--- config.mk ---
export PLATFORM = sky130hd
export DESIGN_NAME = hw_reg_bridge
export DESIGN_NICKNAME = d
export VERILOG_FILES = /design/src/rtl/hwb_pkg.sv /design/src/rtl/hwb_wr_merge.sv /design/src/rtl/hwb_rd_split.sv /design/src/rtl/hw_reg_bridge.sv
export SDC_FILE = /design/constraint.sdc
export NUM_CORES = 1
export LEC_CHECK = 0
export BUFFER_PORTS_ARGS = -buffer_cell sky130_fd_sc_hd__buf_2
export CAP_MARGIN = 20
export CORE_UTILIZATION = 40
export DETAILED_ROUTE_END_ITERATION = 16
export GPL_TIMING_DRIVEN = 0
export PLACE_DENSITY = 0.77
export SLEW_MARGIN = 20
export SYNTH_ARGS = -nofsm -noshare
export SYNTH_HDL_FRONTEND = slang
export SYNTH_SLANG_ARGS = --single-unit
export TNS_END_PERCENT = 1
--- constraint.sdc ---
create_clock -name clk -period 1.7 [get_ports clk]
set_clock_uncertainty 0.1 [all_clocks]
set_input_delay 0.34 -clock clk [delete_from_list [all_inputs] [get_ports clk]]
set_output_delay 0.34 -clock clk [all_outputs]
set_load 0.02 [all_outputs]
--- src/rtl/hwb_pkg.sv ---
package hwb_pkg;

  typedef enum logic [2:0] {
    OP_NONE  = 3'd0,
    OP_WR_LO = 3'd1,
    OP_WR_HI = 3'd2,
    OP_RD_LO = 3'd3,
    OP_RD_HI = 3'd4
  } hwb_op_e;

  // Write wins over read when both are requested together.
  function automatic hwb_op_e hwb_classify(input logic wr, input logic rd,
                                           input logic upper);
    hwb_op_e op;
    if (wr)      op = upper ? OP_WR_HI : OP_WR_LO;
    else if (rd) op = upper ? OP_RD_HI : OP_RD_LO;
    else         op = OP_NONE;
    return op;
  endfunction

endpackage

--- src/rtl/hwb_wr_merge.sv ---
module hwb_wr_merge
  import hwb_pkg::*;
#(
  parameter int HW = 16
) (
  input  logic            clk,
  input  logic            rst,
  input  hwb_op_e         op,
  input  logic [HW-1:0]   wdata,
  output logic            commit_o,
  output logic [2*HW-1:0] merged_o
);

  localparam int RW = 2 * HW;

  logic [HW-1:0] hold_q;
  logic          commit_q;
  logic [RW-1:0] merged_q;

  always_ff @(posedge clk) begin
    if (rst) begin
      hold_q   <= '0;
      commit_q <= 1'b0;
      merged_q <= '0;
    end else begin
      commit_q <= (op == OP_WR_HI);
      if (op == OP_WR_LO) hold_q <= wdata;
      if (op == OP_WR_HI) merged_q <= {wdata, hold_q};
    end
  end

  assign commit_o = commit_q;
  assign merged_o = merged_q;


  lo_write_silent_chk: assert property (@(posedge clk) disable iff (rst)
    (op == OP_WR_LO) |=> !commit_q);


  hi_write_commits_chk: assert property (@(posedge clk) disable iff (rst)
    (op == OP_WR_HI) |=> commit_q && merged_q[RW-1:HW] == $past(wdata));


  hold_keeps_chk: assert property (@(posedge clk) disable iff (rst)
    (op != OP_WR_LO) |=> $stable(hold_q));

endmodule

--- src/rtl/hwb_rd_split.sv ---
module hwb_rd_split
  import hwb_pkg::*;
#(
  parameter int HW = 16
) (
  input  logic            clk,
  input  logic            rst,
  input  hwb_op_e         op,
  input  logic [2*HW-1:0] bank_rdata,
  output logic            fetch_o,
  output logic            rsp_valid_o,
  output logic [HW-1:0]   rsp_data_o
);

  localparam int RW = 2 * HW;

  logic          fetch_q;
  logic          hi_p1_q;
  logic          lo_p2_q;
  logic          hi_p2_q;
  logic [HW-1:0] snap_q;
  logic          rsp_valid_q;
  logic [HW-1:0] rsp_data_q;

  always_ff @(posedge clk) begin
    if (rst) begin
      fetch_q     <= 1'b0;
      hi_p1_q     <= 1'b0;
      lo_p2_q     <= 1'b0;
      hi_p2_q     <= 1'b0;
      snap_q      <= '0;
      rsp_valid_q <= 1'b0;
      rsp_data_q  <= '0;
    end else begin
      fetch_q     <= (op == OP_RD_LO);
      hi_p1_q     <= (op == OP_RD_HI);
      lo_p2_q     <= fetch_q;
      hi_p2_q     <= hi_p1_q;
      rsp_valid_q <= lo_p2_q | hi_p2_q;
      if (lo_p2_q) begin
        rsp_data_q <= bank_rdata[HW-1:0];
        snap_q     <= bank_rdata[RW-1:HW];
      end else if (hi_p2_q) begin
        rsp_data_q <= snap_q;
      end
    end
  end

  assign fetch_o     = fetch_q;
  assign rsp_valid_o = rsp_valid_q;
  assign rsp_data_o  = rsp_data_q;


  lo_read_fetch_chk: assert property (@(posedge clk) disable iff (rst)
    (op == OP_RD_LO) |=> fetch_q);


  hi_read_nofetch_chk: assert property (@(posedge clk) disable iff (rst)
    (op == OP_RD_HI) |=> !fetch_q);


  read_latency_chk: assert property (@(posedge clk) disable iff (rst)
    (op == OP_RD_LO || op == OP_RD_HI) |-> ##3 rsp_valid_q);


  snap_keeps_chk: assert property (@(posedge clk) disable iff (rst)
    !lo_p2_q |=> $stable(snap_q));

endmodule

--- src/rtl/hw_reg_bridge.sv ---
module hw_reg_bridge
  import hwb_pkg::*;
#(
  parameter int AW = 12,
  parameter int HW = 16
) (
  input  logic            clk,
  input  logic            rst,
  input  logic            hreq_wr,
  input  logic            hreq_rd,
  input  logic [AW-1:0]   hreq_addr,
  input  logic [HW-1:0]   hreq_wdata,
  output logic            hrsp_valid,
  output logic [HW-1:0]   hrsp_rdata,
  output logic [AW-1:0]   reg_addr,
  output logic            reg_wr,
  output logic [2*HW-1:0] reg_wdata,
  output logic            reg_rd,
  input  logic [2*HW-1:0] reg_rdata
);

  localparam int RW      = 2 * HW;
  localparam int SEL_BIT = 1;

  hwb_op_e       op;
  logic [AW-1:0] addr_q;

  always_comb op = hwb_classify(hreq_wr, hreq_rd, hreq_addr[SEL_BIT]);

  always_ff @(posedge clk) begin
    if (rst) begin
      addr_q <= '0;
    end else if (op == OP_WR_HI || op == OP_RD_LO) begin
      addr_q <= {hreq_addr[AW-1:SEL_BIT+1], {(SEL_BIT+1){1'b0}}};
    end
  end

  assign reg_addr = addr_q;

  hwb_wr_merge #(.HW(HW)) u_wr (
    .clk      (clk),
    .rst      (rst),
    .op       (op),
    .wdata    (hreq_wdata),
    .commit_o (reg_wr),
    .merged_o (reg_wdata)
  );

  hwb_rd_split #(.HW(HW)) u_rd (
    .clk         (clk),
    .rst         (rst),
    .op          (op),
    .bank_rdata  (reg_rdata),
    .fetch_o     (reg_rd),
    .rsp_valid_o (hrsp_valid),
    .rsp_data_o  (hrsp_rdata)
  );


  strobes_exclusive_chk: assert property (@(posedge clk) disable iff (rst)
    !(reg_wr && reg_rd));


  write_beats_read_chk: assert property (@(posedge clk) disable iff (rst)
    (hreq_wr && hreq_rd) |=> !reg_rd);


  commit_addr_chk: assert property (@(posedge clk) disable iff (rst)
    (hreq_wr && hreq_addr[SEL_BIT]) |=> reg_addr[SEL_BIT:0] == '0
      && reg_addr[AW-1:SEL_BIT+1] == $past(hreq_addr[AW-1:SEL_BIT+1]));

endmodule

Word-level counts from Yosys, hierarchy flattened --
Cells that the tools add are included. Widths: inputs -> output; s select.
Word-level totals: bits in registers 96, latch bits 0, memory bits (writable) 0, memory bits (read-only) 0, input bits 64, output and inout port bits 63, logic and storage cells 24, memories kept 0
Cells by class: add/subtract/negate cells 0, $mul 0, divide/modulo/power cells 0, magnitude comparators 0, equality and inequality tests 4, shift-type cells 0, mux-type cells 6, bitwise gates (word level) 1, reduce and logical (&&, ||, !) cells 2
Operators with widths (count):
- $mux 16 | 2
- $mux 3 | 3
- $eq 3x2->1 const B | 2
- $eq 3x1->1 const B | 1
- $eq 3x3->1 const B | 1
- $mux 2 | 1
- $reduce_bool 2->1 | 1
- $logic_or 1x1->1 | 1
- $or 1x1->1 | 1

Longest topological paths before layout --
word-level depth 5, gate-level depth with buffers 6, mapped depth without buffers 3

Hierarchy --
A second synthesis with hierarchy kept.
Unflattened totals: cells, all modules 365, area, all modules 3953.8 sq um
By module, submodules not included:
- hwb_wr_merge | instances 1, cells an instance 177, area an instance 1984.4 sq um, seq. area each 980.9 sq um
- hwb_rd_split | instances 1, cells an instance 136, area an instance 1463.9 sq um, seq. area each 740.7 sq um
- hw_reg_bridge | instances 1, cells an instance 52, area an instance 505.5 sq um, seq. area each 200.2 sq um

Least setup slack after synthesis --
OpenSTA, ideal clock, no wires.
kind input-to-reg, start point in hreq_addr[1], end point reg addr_q[10], in the netlist reg_addr[10], setup time 0.132 ns, arrival 1.089 ns, required time 1.468 ns, path slack 0.378 ns, stages on the path 5, buffers on the path 2, cell sequence buf_6 or3b_1 buf_6 nand3_1 a21oi_1
On the way: cells in the longest elaborated chain, start to end 5, elaborated cells between the ends (all ways) 7, those cells by class 2 x eq/ne; 4 x mux; 1 x reduce/logical
RTL lines:
- from (decl) | line hw_reg_bridge.sv:11 | input logic [AW-1:0] hreq_addr,
- $mux 3 (2 in series) | line hwb_pkg.sv:16 | else if (rd) op = upper ? OP_RD_HI : OP_RD_LO;
- $mux 3 (*) | line hwb_pkg.sv:15 | if (wr) op = upper ? OP_WR_HI : OP_WR_LO;
- $eq 3x2->1 | line hw_reg_bridge.sv:33 | end else if (op == OP_WR_HI || op == OP_RD_LO) begin
- $logic_or 1x1->1 (*) | line hw_reg_bridge.sv:33
- to (signal assigned) | line hw_reg_bridge.sv:34 | addr_q <= {hreq_addr[AW-1:SEL_BIT+1], {(SEL_BIT+1){1'b0}}};
- to (decl) | line hw_reg_bridge.sv:26 | logic [AW-1:0] addr_q;
Mark *: on every way between the ends. The rest lies on a longest branch, timed or not. A chain may end at the register's enable or synchronous reset.

Worst setup path in the final report --
start point reg u_rd.hi_p2_q, end point reg u_rd.rsp_data_q[3], in the netlist u_rd.rsp_data_o[3]
On the way: cells in the longest elaborated chain, start to end 1
RTL lines:
- from (decl) | line hwb_rd_split.sv:20 | logic hi_p2_q;
- from (signal assigned) | line hwb_rd_split.sv:38 | hi_p2_q <= hi_p1_q;
- $reduce_bool 2->1 (no source line)
- to (signal assigned) | line hwb_rd_split.sv:41 | rsp_data_q <= bank_rdata[HW-1:0];
- to (signal assigned) | line hwb_rd_split.sv:44 | rsp_data_q <= snap_q;
- to (decl) | line hwb_rd_split.sv:23 | logic [HW-1:0] rsp_data_q;
No other way between the ends.

==> load_flow_metrics.sql <==
INSERT INTO impl_metrics (metric_group, metric, value, unit) VALUES
('detailed_routing', 'drcViolationCount', '0', ''),
('die', 'start_util', '41.4', '%'),
('cells_and_area', 'antennaDiodeCount', '0', ''),
('die', 'ioPinCount', '127', ''),
('worst_setup_path', 'crit_required', '1820', 'ps'),
('grt', 'globalRoute.busiestLayer', 'met2', ''),
('die', 'dieHeight', '97.3', 'um'),
('clock_network', 'resized_gates_after_cts', '0', ''),
('worst_setup_path', 'r2r_slack', '300', 'ps'),
('grt', 'grt_first_pass_wirelength', '14.0', 'mm'),
('hold_path', 'min-delay-path-class', 'input pin to flip-flop', ''),
('cells_and_area', 'final.fill_count', '847', ''),
('timing', 'min_period', '1400', 'ps'),
('yosys', 'ys_top_cells_by_count', 'sky130_fd_sc_hd__dfxtp_1 (96), sky130_fd_sc_hd__nand2_1 (96), sky130_fd_sc_hd__a21oi_1 (58)', ''),
('detailed_routing', 'drt_wl_total', '8.47', 'mm'),
('yosys', 'synth.yosys.seq_area_share', '52.9', '%'),
('detailed_routing', 'antenna_violating_nets_post_route', '0', ''),
('place', 'finalWeightedCongestion', '0.797', ''),
('clock_network', 'ctsHoldBuffers', '0', ''),
('cells_and_area', 'seq_area', '1920', 'um2'),
('timing', 'min_period_over_period', '82.4', '%'),
('power_and_ir_drop', 'p_total', '4.05', 'mW'),
('timing', 'final_critical_path_setup_slack', '299', 'ps'),
('cells_and_area', 'area_growth_syn_to_layout', '24.8', '%'),
('timing', 'rsz0062_at_grt', 'false', ''),
('yosys', 'synth_async_sr_flop_share', '0', '%'),
('cells_and_area', 'design_area', '4530', 'um2'),
('hold_path', 'timing.hold.worst_path_depth', '2', ''),
('yosys', 'synth_area_leaders', 'sky130_fd_sc_hd__dfxtp_1 (53%), sky130_fd_sc_hd__nand2_1 (9.9%), sky130_fd_sc_hd__mux2i_1 (8.8%), sky130_fd_sc_hd__a21oi_1 (8.0%), sky130_fd_sc_hd__mux2_2 (5.0%)', ''),
('cells_and_area', 'fin_nets', '595', ''),
('detailed_routing', 'routedWlPerCell', '13.2', 'um'),
('worst_setup_path', 'start_kind', 'flip-flop', ''),
('detailed_routing', 'firstDrtPassIters', '5', ''),
('die', 'placementRows', '34', ''),
('cells_and_area', 'multi_input_comb_area', '1470', 'um2'),
('yosys', 'synthDistinctLibCells', '23', ''),
('worst_setup_path', 'r2r_cells', '5', ''),
('power_and_ir_drop', 'power_per_cell_area', '894', 'nW/um2'),
('detailed_routing', 'dr.first_iter.drc_count', '72', ''),
('grt', 'groute.layer.met1.usage', '23.4', '%'),
('hold_path', 'holdPathEnd', 'u_rd.fetch_o', ''),
('grt', 'grt_pass1_vias', '3047', ''),
('grt', 'groute.layer.met3.usage', '5.47', '%'),
('timing', 'setup_viol', '0', ''),
('run', 'cap_violations', '0', ''),
('worst_setup_path', 'crit_top_cell', 'sky130_fd_sc_hd__buf_6', ''),
('yosys', 'post_synth_instance_area', '3630', 'um2'),
('clock_network', 'cts_root_buffer', 'sky130_fd_sc_hd__clkbuf_8', ''),
('worst_setup_path', 'critPathSlowestCell', 'sky130_fd_sc_hd__mux2_2', ''),
('clock_network', 'path_clk_slew', '80', 'ps'),
('hold_path', 'worst_hold_startpoint', 'hreq_addr[1]', ''),
('yosys', 'post-synth-top-area-fraction', '52.9', '%'),
('worst_setup_path', 'path_cells', 'buf_6 > buf_6 > mux2_2 > mux2i_1 > nor2_1', ''),
('grt', 'gr-total-overflow', '0', ''),
('grt', 'antenna_violations_before_repair', '0', ''),
('grt', 'grt_start_max_net_pins', '16', ''),
('yosys', 'yosys_warnings', '0', ''),
('clock_network', 'cts_inserted_buffers', '9', ''),
('yosys', 'syn_inst', '399', ''),
('detailed_routing', 'avgViaCountPerCell', '4.95', ''),
('worst_setup_path', 'critical-path-max-stage-delay', '340', 'ps'),
('yosys', 'synthesis.area_per_instance', '9.10', 'um2'),
('clock_network', 'cts.sink_count', '96', ''),
('yosys', 'synthDominantAreaCellType', 'sky130_fd_sc_hd__dfxtp_1', ''),
('place', 'portBuffers', '120', ''),
('clock_network', 'postCtsSetupBuffers', '0', ''),
('clock_network', 'cts_htree_levels', '3', ''),
('worst_setup_path', 'path_class', 'flip-flop to flip-flop', ''),
('run_status', 'status', 'completed', ''),
('timing', 'timing.final.max_slew_violations', '0', ''),
('yosys', 'number_of_enable_flip_flop_cells_after_synthesis', '0', '');
## sequential cells by signal, summed over array words and instances, names as in the netlist
signal,count
u_wr.merged_o,32
u_rd.rsp_data_o,16
u_rd.snap_q,16
u_wr.hold_q,16
reg_addr,10
u_rd.fetch_o,1
u_rd.hi_p1_q,1
u_rd.hi_p2_q,1
u_rd.lo_p2_q,1
u_rd.rsp_valid_o,1
u_wr.commit_o,1
## worst max-delay path, delay by kind of cell (launching register included)
| kind | cells | cell delay (ps) |
|---|---|---|
| simple gates | 1 | 50 |
| mux | 2 | 490 |
| buf+inv | 2 | 300 |
| flops | 1 | 330 |
## where the power goes
group          internal (mW)  total [mW]  leakage (nW)  switching (mW)
Sequential              2.31        2.35         0.780          0.0311
Clock                  0.525        1.27        0.0785           0.750
Combinational          0.175       0.431          1.11           0.256
## cell usage in the layout (no fill, tap or decap), types with 2 or more instances in the layout
cell type,synthesis,layout
sky130_fd_sc_hd__dfxtp_1,96,96
sky130_fd_sc_hd__buf_6,7,7
sky130_fd_sc_hd__buf_4,11,11
sky130_fd_sc_hd__clkinv_2,0,2
sky130_fd_sc_hd__buf_2,9,129
sky130_fd_sc_hd__o21ai_1,5,5
sky130_fd_sc_hd__clkbuf_8,0,9
sky130_fd_sc_hd__conb_1,1,2
sky130_fd_sc_hd__clkinvlp_4,0,2
sky130_fd_sc_hd__a21oi_1,58,58
sky130_fd_sc_hd__nand3_1,10,10
sky130_fd_sc_hd__nor2b_1,3,3
sky130_fd_sc_hd__o21ai_0,5,5
sky130_fd_sc_hd__clkbuf_1,7,8
sky130_fd_sc_hd__nor2_1,35,35
sky130_fd_sc_hd__nand2_1,96,96
sky130_fd_sc_hd__mux2i_1,32,32
sky130_fd_sc_hd__mux2_2,16,16
## worst max path at each step
stage                       from  depth (start not counted)                  to  slack, ps
global placement             rst                          4   u_wr.merged_o[18]        190
global route        u_rd.hi_p2_q                          5  u_rd.rsp_data_o[3]        220
CTS                 u_rd.hi_p2_q                          5  u_rd.rsp_data_o[3]        290
detailed placement           rst                          4   u_wr.merged_o[23]        130
finish              u_rd.hi_p2_q                          5  u_rd.rsp_data_o[3]        300
floorplan           hreq_addr[1]                          5        reg_addr[10]        380
## final cells by class
| cell class | instances | share of cell area, % |
|---|---|---|
| clock inverter | 5 | 0.746 |
| multi-input combinational | 269 | 32.5 |
| tap | 108 | 2.98 |
| timing repair buffer | 120 | 13.3 |
| buffer | 35 | 5.25 |
| sequential | 96 | 42.4 |
| clock buffer | 10 | 2.82 |
## per-layer routing
layer  wire length [um]  vias to the layer above
li1                   -                     1568
met1               3750                     1491
met2               3990                      116
met3                672                        6
met4                 54                        0
met5                  0                        -
## cells by family after synthesis
kind of cell | after synthesis | share of synthesized area, %
simple gates | 151 | 17.2
mux | 48 | 13.8
flops | 96 | 52.9
other cells | 1 | 0.103
compound gates | 68 | 9.38
buf+inv | 35 | 6.55
## metrics by stage
stage / cells / hold WS, ps / util, %
2_1_floorplan: 400 / 314 / -
3_3_place_gp: 628 / 321 / 49.9
3_5_place_dp: 628 / 326 / 49.9
4_1_cts: 643 / 80.4 / 51.7
5_1_grt: 643 / 87.4 / 51.7
6_report: 643 / 99.8 / 51.7
Note: power is estimated with default switching activity, not from simulation.
